[src/rtl/int_alu_pkg.sv]
// Package: shared operation codes for the integer ALU.
// Assumes a 4-bit code space; codes above OP_LUI are left unused.
package int_alu_pkg;

    typedef enum logic [3:0] {
        OP_ADD = 4'd0,
        OP_SUB = 4'd1,
        OP_AND = 4'd2,
        OP_OR  = 4'd3,
        OP_NOR = 4'd4,
        OP_SLT = 4'd5,
        OP_SLL = 4'd6,
        OP_SRL = 4'd7,
        OP_LUI = 4'd8
    } alu_op_e;

    // Selects for the bitwise unit
    typedef enum logic [1:0] {
        LG_AND = 2'd0,
        LG_OR  = 2'd1,
        LG_NOR = 2'd2
    } logic_sel_e;

endpackage

[src/rtl/int_alu_addsub.sv]
// Module: shared adder/subtractor with a signed less-than output.
// Assumes two's-complement operands; the carry out is discarded (wrapping).
// lt_signed is only meaningful while sub_en is high.
module int_alu_addsub #(
    parameter int W = 32
) (
    input  logic [W-1:0] a,
    input  logic [W-1:0] b,
    input  logic         sub_en,
    output logic [W-1:0] sum,
    output logic         lt_signed
);
    localparam int MSB = W - 1;

    logic [W-1:0] b_eff;
    logic         ovf;

    // Invert B and inject a carry for subtraction
    always_comb begin
        b_eff = b ^ {W{sub_en}};
        sum   = a + b_eff + {{(W-1){1'b0}}, sub_en};
    end

    // Signed compare: sign of the difference corrected by overflow
    always_comb begin
        ovf       = (a[MSB] == b_eff[MSB]) && (sum[MSB] != a[MSB]);
        lt_signed = sum[MSB] ^ ovf;
    end

endmodule

[src/rtl/int_alu_logic.sv]
// Module: bitwise AND / OR / NOR unit.
// Assumes the select is one of the three defined codes; others yield zero.
module int_alu_logic #(
    parameter int W = 32
) (
    input  logic [W-1:0]                  a,
    input  logic [W-1:0]                  b,
    input  int_alu_pkg::logic_sel_e       sel,
    output logic [W-1:0]                  y
);
    import int_alu_pkg::*;

    // Pick the bitwise function
    always_comb begin
        case (sel)
            LG_AND:  y = a & b;
            LG_OR:   y = a | b;
            LG_NOR:  y = ~(a | b);
            default: y = '0;
        endcase
    end

endmodule

[src/rtl/int_alu_shift.sv]
// Module: logarithmic logical shifter serving both directions.
// A right shift is done by reversing the word, shifting left, and
// reversing back, so only one stage chain exists. Zeros always fill.
// Assumes W is a power of two so that SW bits cover every distance.
module int_alu_shift #(
    parameter int W  = 32,
    parameter int SW = $clog2(W)
) (
    input  logic [W-1:0]  din,
    input  logic [SW-1:0] amt,
    input  logic          go_left,
    output logic [W-1:0]  dout
);
    logic [W-1:0] din_rev;
    logic [W-1:0] chain_out_rev;
    logic [W-1:0] stage [0:SW];

    // Bit reversal on the way in and the way out
    for (genvar i = 0; i < W; i++) begin : g_rev
        assign din_rev[i]       = din[W-1-i];
        assign chain_out_rev[i] = stage[SW][W-1-i];
    end

    // Feed the chain with the word in the right orientation
    always_comb stage[0] = go_left ? din : din_rev;

    // One stage per shift-amount bit, each moving by 2^k
    for (genvar k = 0; k < SW; k++) begin : g_stage
        always_comb stage[k+1] = amt[k] ? (stage[k] << (1 << k)) : stage[k];
    end

    // Undo the reversal for right shifts
    always_comb dout = go_left ? stage[SW] : chain_out_rev;

endmodule

[src/rtl/int_alu.sv]
// Module: top of the integer ALU. Routes operands to the add/sub,
// bitwise and shift units, selects the result by op code and derives
// the zero flag. Purely combinational; no reset or clock is used.
// Assumes operand muxing (register or immediate) is done upstream.
module int_alu #(
    parameter int W  = 32,
    parameter int SW = $clog2(W)
) (
    input  logic [W-1:0]  a_in,
    input  logic [W-1:0]  b_in,
    input  logic [SW-1:0] shamt,
    input  logic [3:0]    op,
    output logic [W-1:0]  result,
    output logic          zero
);
    import int_alu_pkg::*;

    localparam int HW = W / 2;

    alu_op_e      op_e;
    logic         sub_en;
    logic [W-1:0] as_sum;
    logic         as_lt;
    logic_sel_e   lg_sel;
    logic [W-1:0] lg_y;
    logic         sh_left;
    logic [W-1:0] sh_y;
    logic [W-1:0] lui_y;

    // Decode the op code into unit controls
    always_comb begin
        op_e    = alu_op_e'(op);
        sub_en  = (op_e == OP_SUB) || (op_e == OP_SLT);
        sh_left = (op_e == OP_SLL);
        case (op_e)
            OP_OR:   lg_sel = LG_OR;
            OP_NOR:  lg_sel = LG_NOR;
            default: lg_sel = LG_AND;
        endcase
    end

    int_alu_addsub #(.W(W)) u_addsub (
        .a         (a_in),
        .b         (b_in),
        .sub_en    (sub_en),
        .sum       (as_sum),
        .lt_signed (as_lt)
    );

    int_alu_logic #(.W(W)) u_logic (
        .a   (a_in),
        .b   (b_in),
        .sel (lg_sel),
        .y   (lg_y)
    );

    int_alu_shift #(.W(W), .SW(SW)) u_shift (
        .din     (b_in),
        .amt     (shamt),
        .go_left (sh_left),
        .dout    (sh_y)
    );

    // Upper-half constant placement
    always_comb lui_y = {b_in[HW-1:0], {HW{1'b0}}};

    // Result select by operation
    always_comb begin
        case (op_e)
            OP_ADD, OP_SUB:         result = as_sum;
            OP_AND, OP_OR, OP_NOR:  result = lg_y;
            OP_SLT:                 result = {{(W-1){1'b0}}, as_lt};
            OP_SLL, OP_SRL:         result = sh_y;
            OP_LUI:                 result = lui_y;
            default:                result = '0;
        endcase
    end

    // Zero detect over the full result word
    always_comb zero = ~|result;

endmodule


[config.mk]
export PLATFORM = sky130hd
export DESIGN_NAME = int_alu
export DESIGN_NICKNAME = d
export VERILOG_FILES = /design/src/rtl/int_alu_pkg.sv /design/src/rtl/int_alu_addsub.sv /design/src/rtl/int_alu_logic.sv /design/src/rtl/int_alu_shift.sv /design/src/rtl/int_alu.sv
export SDC_FILE = /design/constraint.sdc
export NUM_CORES = 1
export LEC_CHECK = 0
export ABC_AREA = 0
export BUFFER_PORTS_ARGS = -buffer_cell sky130_fd_sc_hd__clkbuf_2
export CAP_MARGIN = 25
export CORE_MARGIN = 2
export CORE_UTILIZATION = 50
export DETAILED_ROUTE_END_ITERATION = 10
export GPL_ROUTABILITY_DRIVEN = 0
export GPL_TIMING_DRIVEN = 1
export MAX_ROUTING_LAYER = met4
export PLACE_DENSITY = 0.74
export RECOVER_POWER = 50
export SYNTH_ARGS = -nofsm -noshare
export SYNTH_HDL_FRONTEND = slang
export SYNTH_HIERARCHICAL = 1
export SYNTH_SLANG_ARGS = --single-unit
[constraint.sdc]
create_clock -name vclk -period 7.5
set_input_delay 1.5 -clock vclk [all_inputs]
set_output_delay 1.5 -clock vclk [all_outputs]
set_load 0.02 [all_outputs]
==> results of run 1 <==
==> power by group <==
part           switching (mW)  total [mW]  internal, mW
clock                       0           0             0
combinational           0.474       0.763         0.289
sequential                  0           0             0
total                   0.474       0.763         0.289
==> metal layers <==
layer	up-vias	track usage, %
met1	4107	47.8
met3	146	6.59
met2	748	54.3
met5	-	-
li1	3858	-
met4	0	14.2
==> worst max-delay path, cell delays in order <==
cell	delay (ns)
clkbuf_2	0.10
inv_1	0.07
nand2_1	0.15
nor2_4	0.22
buf_4	0.29
xor2_1	0.20
ha_1	0.31
a21oi_1	0.27
o21ai_0	0.20
or2_1	0.31
or2_2	0.29
a21oi_1	0.18
xnor2_1	0.15
a22o_1	0.25
a221o_1	0.36
nor4_1	0.34
nand4_1	0.15
nor4_2	0.36
clkbuf_2	0.24
==> layout make-up <==
type	count	area (um^2)
multi-input combinational	838	6810
inverter	23	86.3
timing repair buffer	156	920
fill	1391	6380
tap	184	230
==> cell usage in the layout, fill, tap and decap left out, types with 11 or more instances in the layout <==
cell type / n
a21o_1: 48
a21oi_1: 52
a22oi_1: 29
buf_4: 45
clkbuf_2: 103
ha_1: 33
inv_1: 21
maj3_2: 29
mux2_2: 29
mux2i_1: 48
mux4_2: 27
nand2_1: 66
nand2b_1: 14
nand3_1: 13
nor2_1: 71
nor3_1: 21
nor4_1: 11
nor4b_1: 33
o21ai_0: 41
o22ai_1: 16
xnor2_1: 13
xor2_1: 47
==> kinds of logic after synthesis <==
group | Yosys count | synth area share (%)
buffers and inverters | 99 | 7.34
adder cells (fa/ha/maj) | 67 | 10.9
multiplexers | 113 | 22.4
AND/OR/NAND/NOR | 291 | 21.6
AO/OA/AOI/OAI | 307 | 30.6
XOR/XNOR | 60 | 7.18
==> final timing paths <==
kind    start         to  slack (ns)  cells past startpoint
max     op[3]       zero        0.06                     19
min   a_in[3]  result[3]        3.63                      5
==> through the flow <==
step | cell area (um^2) | setup WS [ns]
2_1_floorplan | 7310 | 0.166
3_3_place_gp | 8010 | 0.161
3_5_place_dp | 8010 | 0.222
4_1_cts | 8010 | 0.182
5_1_grt | 8040 | 0.00365
6_report | 8040 | 0.0558
==> what timing repair did <==
item,CTS,global route
resized for setup,0,1
buffers inserted,0,6
endpoints found under the setup margin,0,1
hold buffers,0,0
==> impl_metrics.env, run 1 <==
export IMPL_grt_pass1_wl_um=44400
export IMPL_fin_cells=1201
export IMPL_core_area_um2=14400
export IMPL_first_pass_iters=10
export IMPL_dieWidth_um=125
export IMPL_die_area_um2=15600
export IMPL_p_leak_nw=3.53
export IMPL_slew_viol_final=0
export IMPL_io_pins=106
export IMPL_crit_arrival_ns=5.94
export IMPL_initial_utilization_pct=50.7
export IMPL_post_dp_hpwl_um=23100
export IMPL_drive_above_1_share_pct=27.0
export IMPL_ys_warn_count=6
export IMPL_drt_iter0_drc=1491
export IMPL_overflow=0
export IMPL_setup_violations=0
export IMPL_start_kind="primary input"
export IMPL_cp_max_fo=13
export IMPL_avgSynthCellArea_um2=7.81
export IMPL_final_setup_tns_ns=0
export IMPL_wl_met1_um=11000
export IMPL_synth_cells=937
export IMPL_crit_type="in2out"
export IMPL_regArea_um2=0
export IMPL_power_mw=0.763
export IMPL_yosysMostFrequentCell="nor2_1"
export IMPL_synthTopCellsByArea="mux4_2, mux2i_1, ha_1"
export IMPL_vdd_drop_max_mv=0.0551
export IMPL_max_slew_margin_pct=30.8
export IMPL_seq_cells=0
export IMPL_synth_cell_types=95
export IMPL_hold_ws_ns=3.63
export IMPL_run_status="complete, no violations"
export IMPL_port_buffers=106
export IMPL_route_met2_wl_um=12500
export IMPL_routed_top_layer="met4"
export IMPL_grt_pass1_vias=7929
export IMPL_syn2layout_area_growth_pct=9.94
export IMPL_cp_end_kind="output port"
export IMPL_ant_nets=0
export IMPL_syn_area_um2=7310
export IMPL_powerDensity_nw_per_um2=94.9
export IMPL_dp_cells=1195
export IMPL_min_period_ns=7.44
export IMPL_grt_max_degree=56
export IMPL_seq_area_frac_synth_pct=0
export IMPL_final_util_pct=55.8
export IMPL_num_clock_buffers=0
export IMPL_chipHeight_um=125
export IMPL_grt_setup_unrepaired="no"
export IMPL_max_freq_ghz=0.134
export IMPL_fin_nets=1126
export IMPL_syn_nets=1044
export IMPL_wl_per_cell_um=24.3
export IMPL_vias=8859
export IMPL_antenna_cells=0
export IMPL_cp_required_ns=6.00
export IMPL_synth_largest_area_cell="mux4_2"
export IMPL_synth_top_area_share_pct=8.31
export IMPL_yosys_top_cells_count="nor2_1, nand2_1, a21oi_1, a21o_1"
export IMPL_maxCapViolCount=0
export IMPL_hold_class="in2out"
export IMPL_met3_length_um=4030
export IMPL_viasPerCell=7.38
export IMPL_finalCritPeriodShare_pct=99.3
export IMPL_route_detailed_drc=0
export IMPL_rows=44
export IMPL_antenna_found_initial=0
export IMPL_finalHoldViolations=0
export IMPL_wl_um=29100
export IMPL_track_usage_pct=36.0
export IMPL_worst_slew_pin_slew_ns=1.04
Power figures use the tool's default switching activity.
==> inputs of run 2 (changes only) <==
SETUP_SLACK_MARGIN = 0.15   (was not set)
==> run 2 against run 1 <==
Effect of this change:
- global-route usage unchanged
- clock-buffer cell count unchanged
- critical path depth down 1
- non-clock buffer count up 2
- wire length up 1.1%
- final cell count up 0.25%
- core utilization up 0.49 points
- worst setup slack better by 0.058 ns
- sequential cell count unchanged
- fmax up 0.79%
- final area up 0.89%
- critical path type unchanged
- largest cell class unchanged
- highest routed layer unchanged
==> impl_metrics.env, run 2 (synthesized netlist as in run 1, its figures left out) <==
export IMPL_chipHeight_um=125
export IMPL_grt_pass1_vias=7929
export IMPL_antenna_found_initial=0
export IMPL_layout_commonest_cell="clkbuf_2"
export IMPL_drive_above_1_share_pct=27.5
export IMPL_seq_cells=0
export IMPL_grt_max_degree=56
export IMPL_wl_um=29500
export IMPL_powerDensity_nw_per_um2=95.4
export IMPL_start_kind="primary input"
export IMPL_post_dp_hpwl_um=23100
export IMPL_num_clock_buffers=0
export IMPL_endpoint="zero"
export IMPL_io_pins=106
export IMPL_cp_slowest_cell="a221o_1"
export IMPL_syn2layout_area_growth_pct=10.9
export IMPL_final_setup_tns_ns=0
export IMPL_first_pass_iters=8
export IMPL_finalCritPeriodShare_pct=98.5
export IMPL_layout_common_cells="clkbuf_2, nor2_1, nand2_1"
export IMPL_track_usage_pct=36.0
export IMPL_die_area_um2=15600
export IMPL_route_detailed_drc=0
export IMPL_slew_viol_final=0
export IMPL_overflow=0
export IMPL_path_cells="clkbuf_2, nand2_2, nor2_4, buf_8, xor2_1, ha_1, a21oi_1, o21ai_0, or2_0, or2_2, a21oi_1, xnor2_1, a22o_1, a221o_1, nor4_2, nand4_1, nor4_2, buf_4"
export IMPL_maxCapViolCount=0
export IMPL_grt_pass1_wl_um=44400
export IMPL_grt_setup_unrepaired="no"
export IMPL_min_period_ns=7.39
export IMPL_wl_per_cell_um=24.5
export IMPL_cp_required_ns=6.00
export IMPL_multi_input_area_um2=6840
export IMPL_vias=8914
export IMPL_crit_arrival_ns=5.89
export IMPL_hold_class="in2out"
export IMPL_crit_start="op[0]"
export IMPL_dieWidth_um=125
export IMPL_drt_iter0_drc=1449
export IMPL_core_area_um2=14400
export IMPL_fin_nets=1129
export IMPL_crit_type="in2out"
export IMPL_finalHoldViolations=0
export IMPL_vdd_drop_max_mv=0.0559
export IMPL_max_freq_ghz=0.135
export IMPL_rows=44
export IMPL_critical_path_max_stage_delay_ns=0.37
export IMPL_viasPerCell=7.40
export IMPL_power_mw=0.774
export IMPL_cp_max_fo=13
export IMPL_port_buffers=106
export IMPL_dpl_cell_area_um2=8010
export IMPL_ant_nets=0
export IMPL_final_util_pct=56.2
export IMPL_max_slew_margin_pct=30.7
export IMPL_setup_violations=0
export IMPL_run_status="complete, no violations"
export IMPL_p_leak_nw=3.57
export IMPL_fillCellCount=1383
export IMPL_cp_end_kind="output port"
export IMPL_antenna_cells=0
export IMPL_stdcell_area_um2=8110
export IMPL_worst_slew_pin_slew_ns=1.04
export IMPL_regArea_um2=0
export IMPL_initial_utilization_pct=50.7
-- run 2: stage by stage --
stage / hold WS [ns] / setup WS [ns] / cells
2_1_floorplan: 3.21 / 0.166 / 937
3_3_place_gp: 3.63 / 0.161 / 1195
3_5_place_dp: 3.63 / 0.222 / 1195
4_1_cts: 3.63 / 0.182 / 1195
5_1_grt: 3.68 / 0.0850 / 1204
6_report: 3.63 / 0.114 / 1204
-- run 2: how the worst min path moves through the flow --
| stage | endpoint | slack, ns | from | cells past startpoint |
|---|---|---|---|---|
| 2_1_floorplan | result[16] | 3.21 | b_in[0] | 2 |
| 3_3_place_gp | result[23] | 3.63 | b_in[7] | 3 |
| 4_1_cts | result[3] | 3.63 | a_in[3] | 5 |
| 6_report | result[3] | 3.63 | a_in[3] | 5 |
| 3_5_place_dp | result[3] | 3.63 | a_in[3] | 5 |
| 5_1_grt | result[7] | 3.68 | a_in[7] | 5 |
-- run 2: critical path: cells and delay by family --
kind / cells / cell delay (ns)
and+or+nand+nor: 7 / 1.85
AOI/OAI and AO/OA: 5 / 1.26
buffers and inverters: 3 / 0.62
xor gates and xnor gates: 2 / 0.34
adders and majority gates: 1 / 0.32
-- run 2: where the power goes --
part | internal [mW] | total [mW] | switching (mW) | leakage [nW]
Sequential | 0 | 0 | 0 | 0
Combinational | 0.294 | 0.774 | 0.480 | 3.57
Clock | 0 | 0 | 0 | 0
Total | 0.294 | 0.774 | 0.480 | 3.57
-- run 2: cell type report --
type / instances / share of cell area (%)
multi-input combinational: 839 / 84.4
tap: 184 / 2.84
inverter: 23 / 1.06
timing repair buffer: 158 / 11.7
-- run 2: repair_timing --
item                       in CTS  in global routing
hold endpoints to repair        0                  0
buffers inserted                0                  8
hold buffers                    0                  0
gates resized for setup         0                 13
setup endpoints to repair       0                  1
-- run 2: per-layer routing --
metal  track usage [%]  part of all wire (%)  wire length, um
met5                 -                     0                0
met4              14.2                   5.6             1640
met3              6.59                    13             3960
met2              54.3                    43            12600
met1              47.8                    38            11200
==> inputs of run 3 (changes only) <==
CORE_UTILIZATION = 54   (was 50)
PLACE_DENSITY = 0.79   (was 0.74)
==> run 3 against run 2 <==
Effect of this change:
- sequential cell count is the same
- critical endpoint unchanged
- final cell count shrank 1.7%
- largest power group unchanged
- core utilization grew 5.4 points
- total power grew 1.7%
- final area grew 0.69%
==> impl_metrics.env, run 3 (synthesized netlist as in run 1, its figures left out) <==
export IMPL_run_status="complete, no violations"
export IMPL_crit_type="in2out"
export IMPL_pwr_share_comb_pct=100.0
export IMPL_drive_above_1_share_pct=29.0
export IMPL_regArea_um2=0
export IMPL_ant_nets=0
export IMPL_track_usage_pct=39.4
export IMPL_slew_viol_final=0
export IMPL_clockPowerShare_pct=0
export IMPL_start_kind="primary input"
export IMPL_p_int_mw=0.296
export IMPL_p_leak_nw=3.52
export IMPL_layout_common_cells="clkbuf_2, nor2_1, nand2_1"
export IMPL_port_buffers=106
export IMPL_p_seq_share_pct=0
export IMPL_initial_utilization_pct=55.2
export IMPL_max_slew_margin_pct=26.9
export IMPL_powerDensity_nw_per_um2=96.4
export IMPL_post_dp_hpwl_um=22800
export IMPL_syn2layout_area_growth_pct=11.7
export IMPL_vias=9006
export IMPL_crit_start="op[3]"
export IMPL_crit_arrival_ns=5.80
export IMPL_rows=42
export IMPL_min_to="result[5]"
export IMPL_setup_violations=0
export IMPL_dieWidth_um=120
export IMPL_hold_ws_ns=3.41
export IMPL_power_mw=0.787
export IMPL_drt_iter0_drc=1802
export IMPL_grt_pass1_wl_um=44100
export IMPL_final_setup_tns_ns=0
export IMPL_chipHeight_um=120
export IMPL_grt_pass1_vias=7873
export IMPL_cp_end_kind="output port"
export IMPL_antenna_cells=0
export IMPL_finalHoldViolations=0
export IMPL_worst_slew_pin_slew_ns=1.10
export IMPL_core_area_um2=13200
export IMPL_layout_commonest_cell="clkbuf_2"
export IMPL_min_period_ns=7.30
export IMPL_route_detailed_drc=0
export IMPL_hold_start="op[3]"
export IMPL_final_util_pct=61.7
export IMPL_seq_cells=0
export IMPL_wl_per_cell_um=24.9
export IMPL_grt_max_degree=44
export IMPL_maxCapViolCount=0
export IMPL_cp_required_ns=6.00
export IMPL_first_pass_iters=7
export IMPL_hold_depth=3
export IMPL_num_clock_buffers=0
export IMPL_max_freq_ghz=0.137
export IMPL_vdd_drop_max_mv=0.0723
export IMPL_grt_setup_unrepaired="no"
export IMPL_finalCritPeriodShare_pct=97.4
export IMPL_wl_um=29400
export IMPL_fin_nets=1116
export IMPL_cts_hold_repair_buffers=0
export IMPL_die_area_um2=14500
export IMPL_viasPerCell=7.61
export IMPL_antenna_found_initial=0
export IMPL_io_pins=106
export IMPL_overflow=0
export IMPL_hold_class="in2out"
export IMPL_p_sw_mw=0.491
export IMPL_cp_max_fo=12
export IMPL_sw_frac_of_total_pct=62.4
==> run 3: worst max-delay path by stage <==
stage / to / slack, ns / cells after the start
after floorplan: zero / 0.17 / 18
after detailed placement: zero / 0.25 / 20
after CTS: zero / 0.23 / 20
after global routing: zero / 0.11 / 15
after global placement: zero / 0.17 / 15
final: zero / 0.20 / 20
==> run 3: final cells by class <==
cell class	instances	area [um^2]
well taps	176	220
fillers	1217	5070
multi-input cells	838	6980
inverters	23	86.3
repair buffers	146	887
==> run 3: power groups by stage <==
stage / Clock, mW / Combinational (mW) / Sequential (mW)
after global placement: 0 / 0.707 / 0
after detailed placement: 0 / 0.715 / 0
after CTS: 0 / 0.717 / 0
after floorplan: 0 / 0.501 / 0
after global routing: 0 / 0.822 / 0
final: 0 / 0.787 / 0
==> run 3: metrics by stage <==
step,instances,cell area [um^2],setup WS [ns]
2_1_floorplan,937,7310,0.166
3_3_place_gp,1175,7920,0.170
3_5_place_dp,1175,7920,0.247
4_1_cts,1175,7920,0.234
5_1_grt,1183,8170,0.107
6_report,1183,8170,0.199
==> run 3: timing repair <==
action	CTS	global route
resized for setup	0	40
buffers inserted	0	7
setup endpoints to repair	0	1
==> run 3: metal layers <==
metal / part of all wire (%) / wire, um / vias up / track usage (%)
li1: - / - / 3832 / -
met1: 35 / 10400 / 4109 / 50.9
met2: 43 / 12500 / 849 / 60.7
met3: 14 / 4110 / 216 / 6.13
met4: 8.2 / 2420 / 0 / 17.9
met5: 0 / 0 / - / -
==> run 3: critical path, stage by stage <==
cell and delay (ns):
clkbuf_2 0.14, inv_1 0.09, nand2_1 0.13, nor2_4 0.25, buf_12 0.20, xor2_1 0.19, ha_1 0.27, buf_4 0.16
a2111oi_2 0.37, a211oi_1 0.13, o211ai_1 0.20, nand2_1 0.14, o2bb2ai_1 0.16, xor2_1 0.17, a22oi_1 0.20, nor2_1 0.06
a221o_1 0.32, or4_1 0.58, nor4_4 0.34, buf_4 0.20
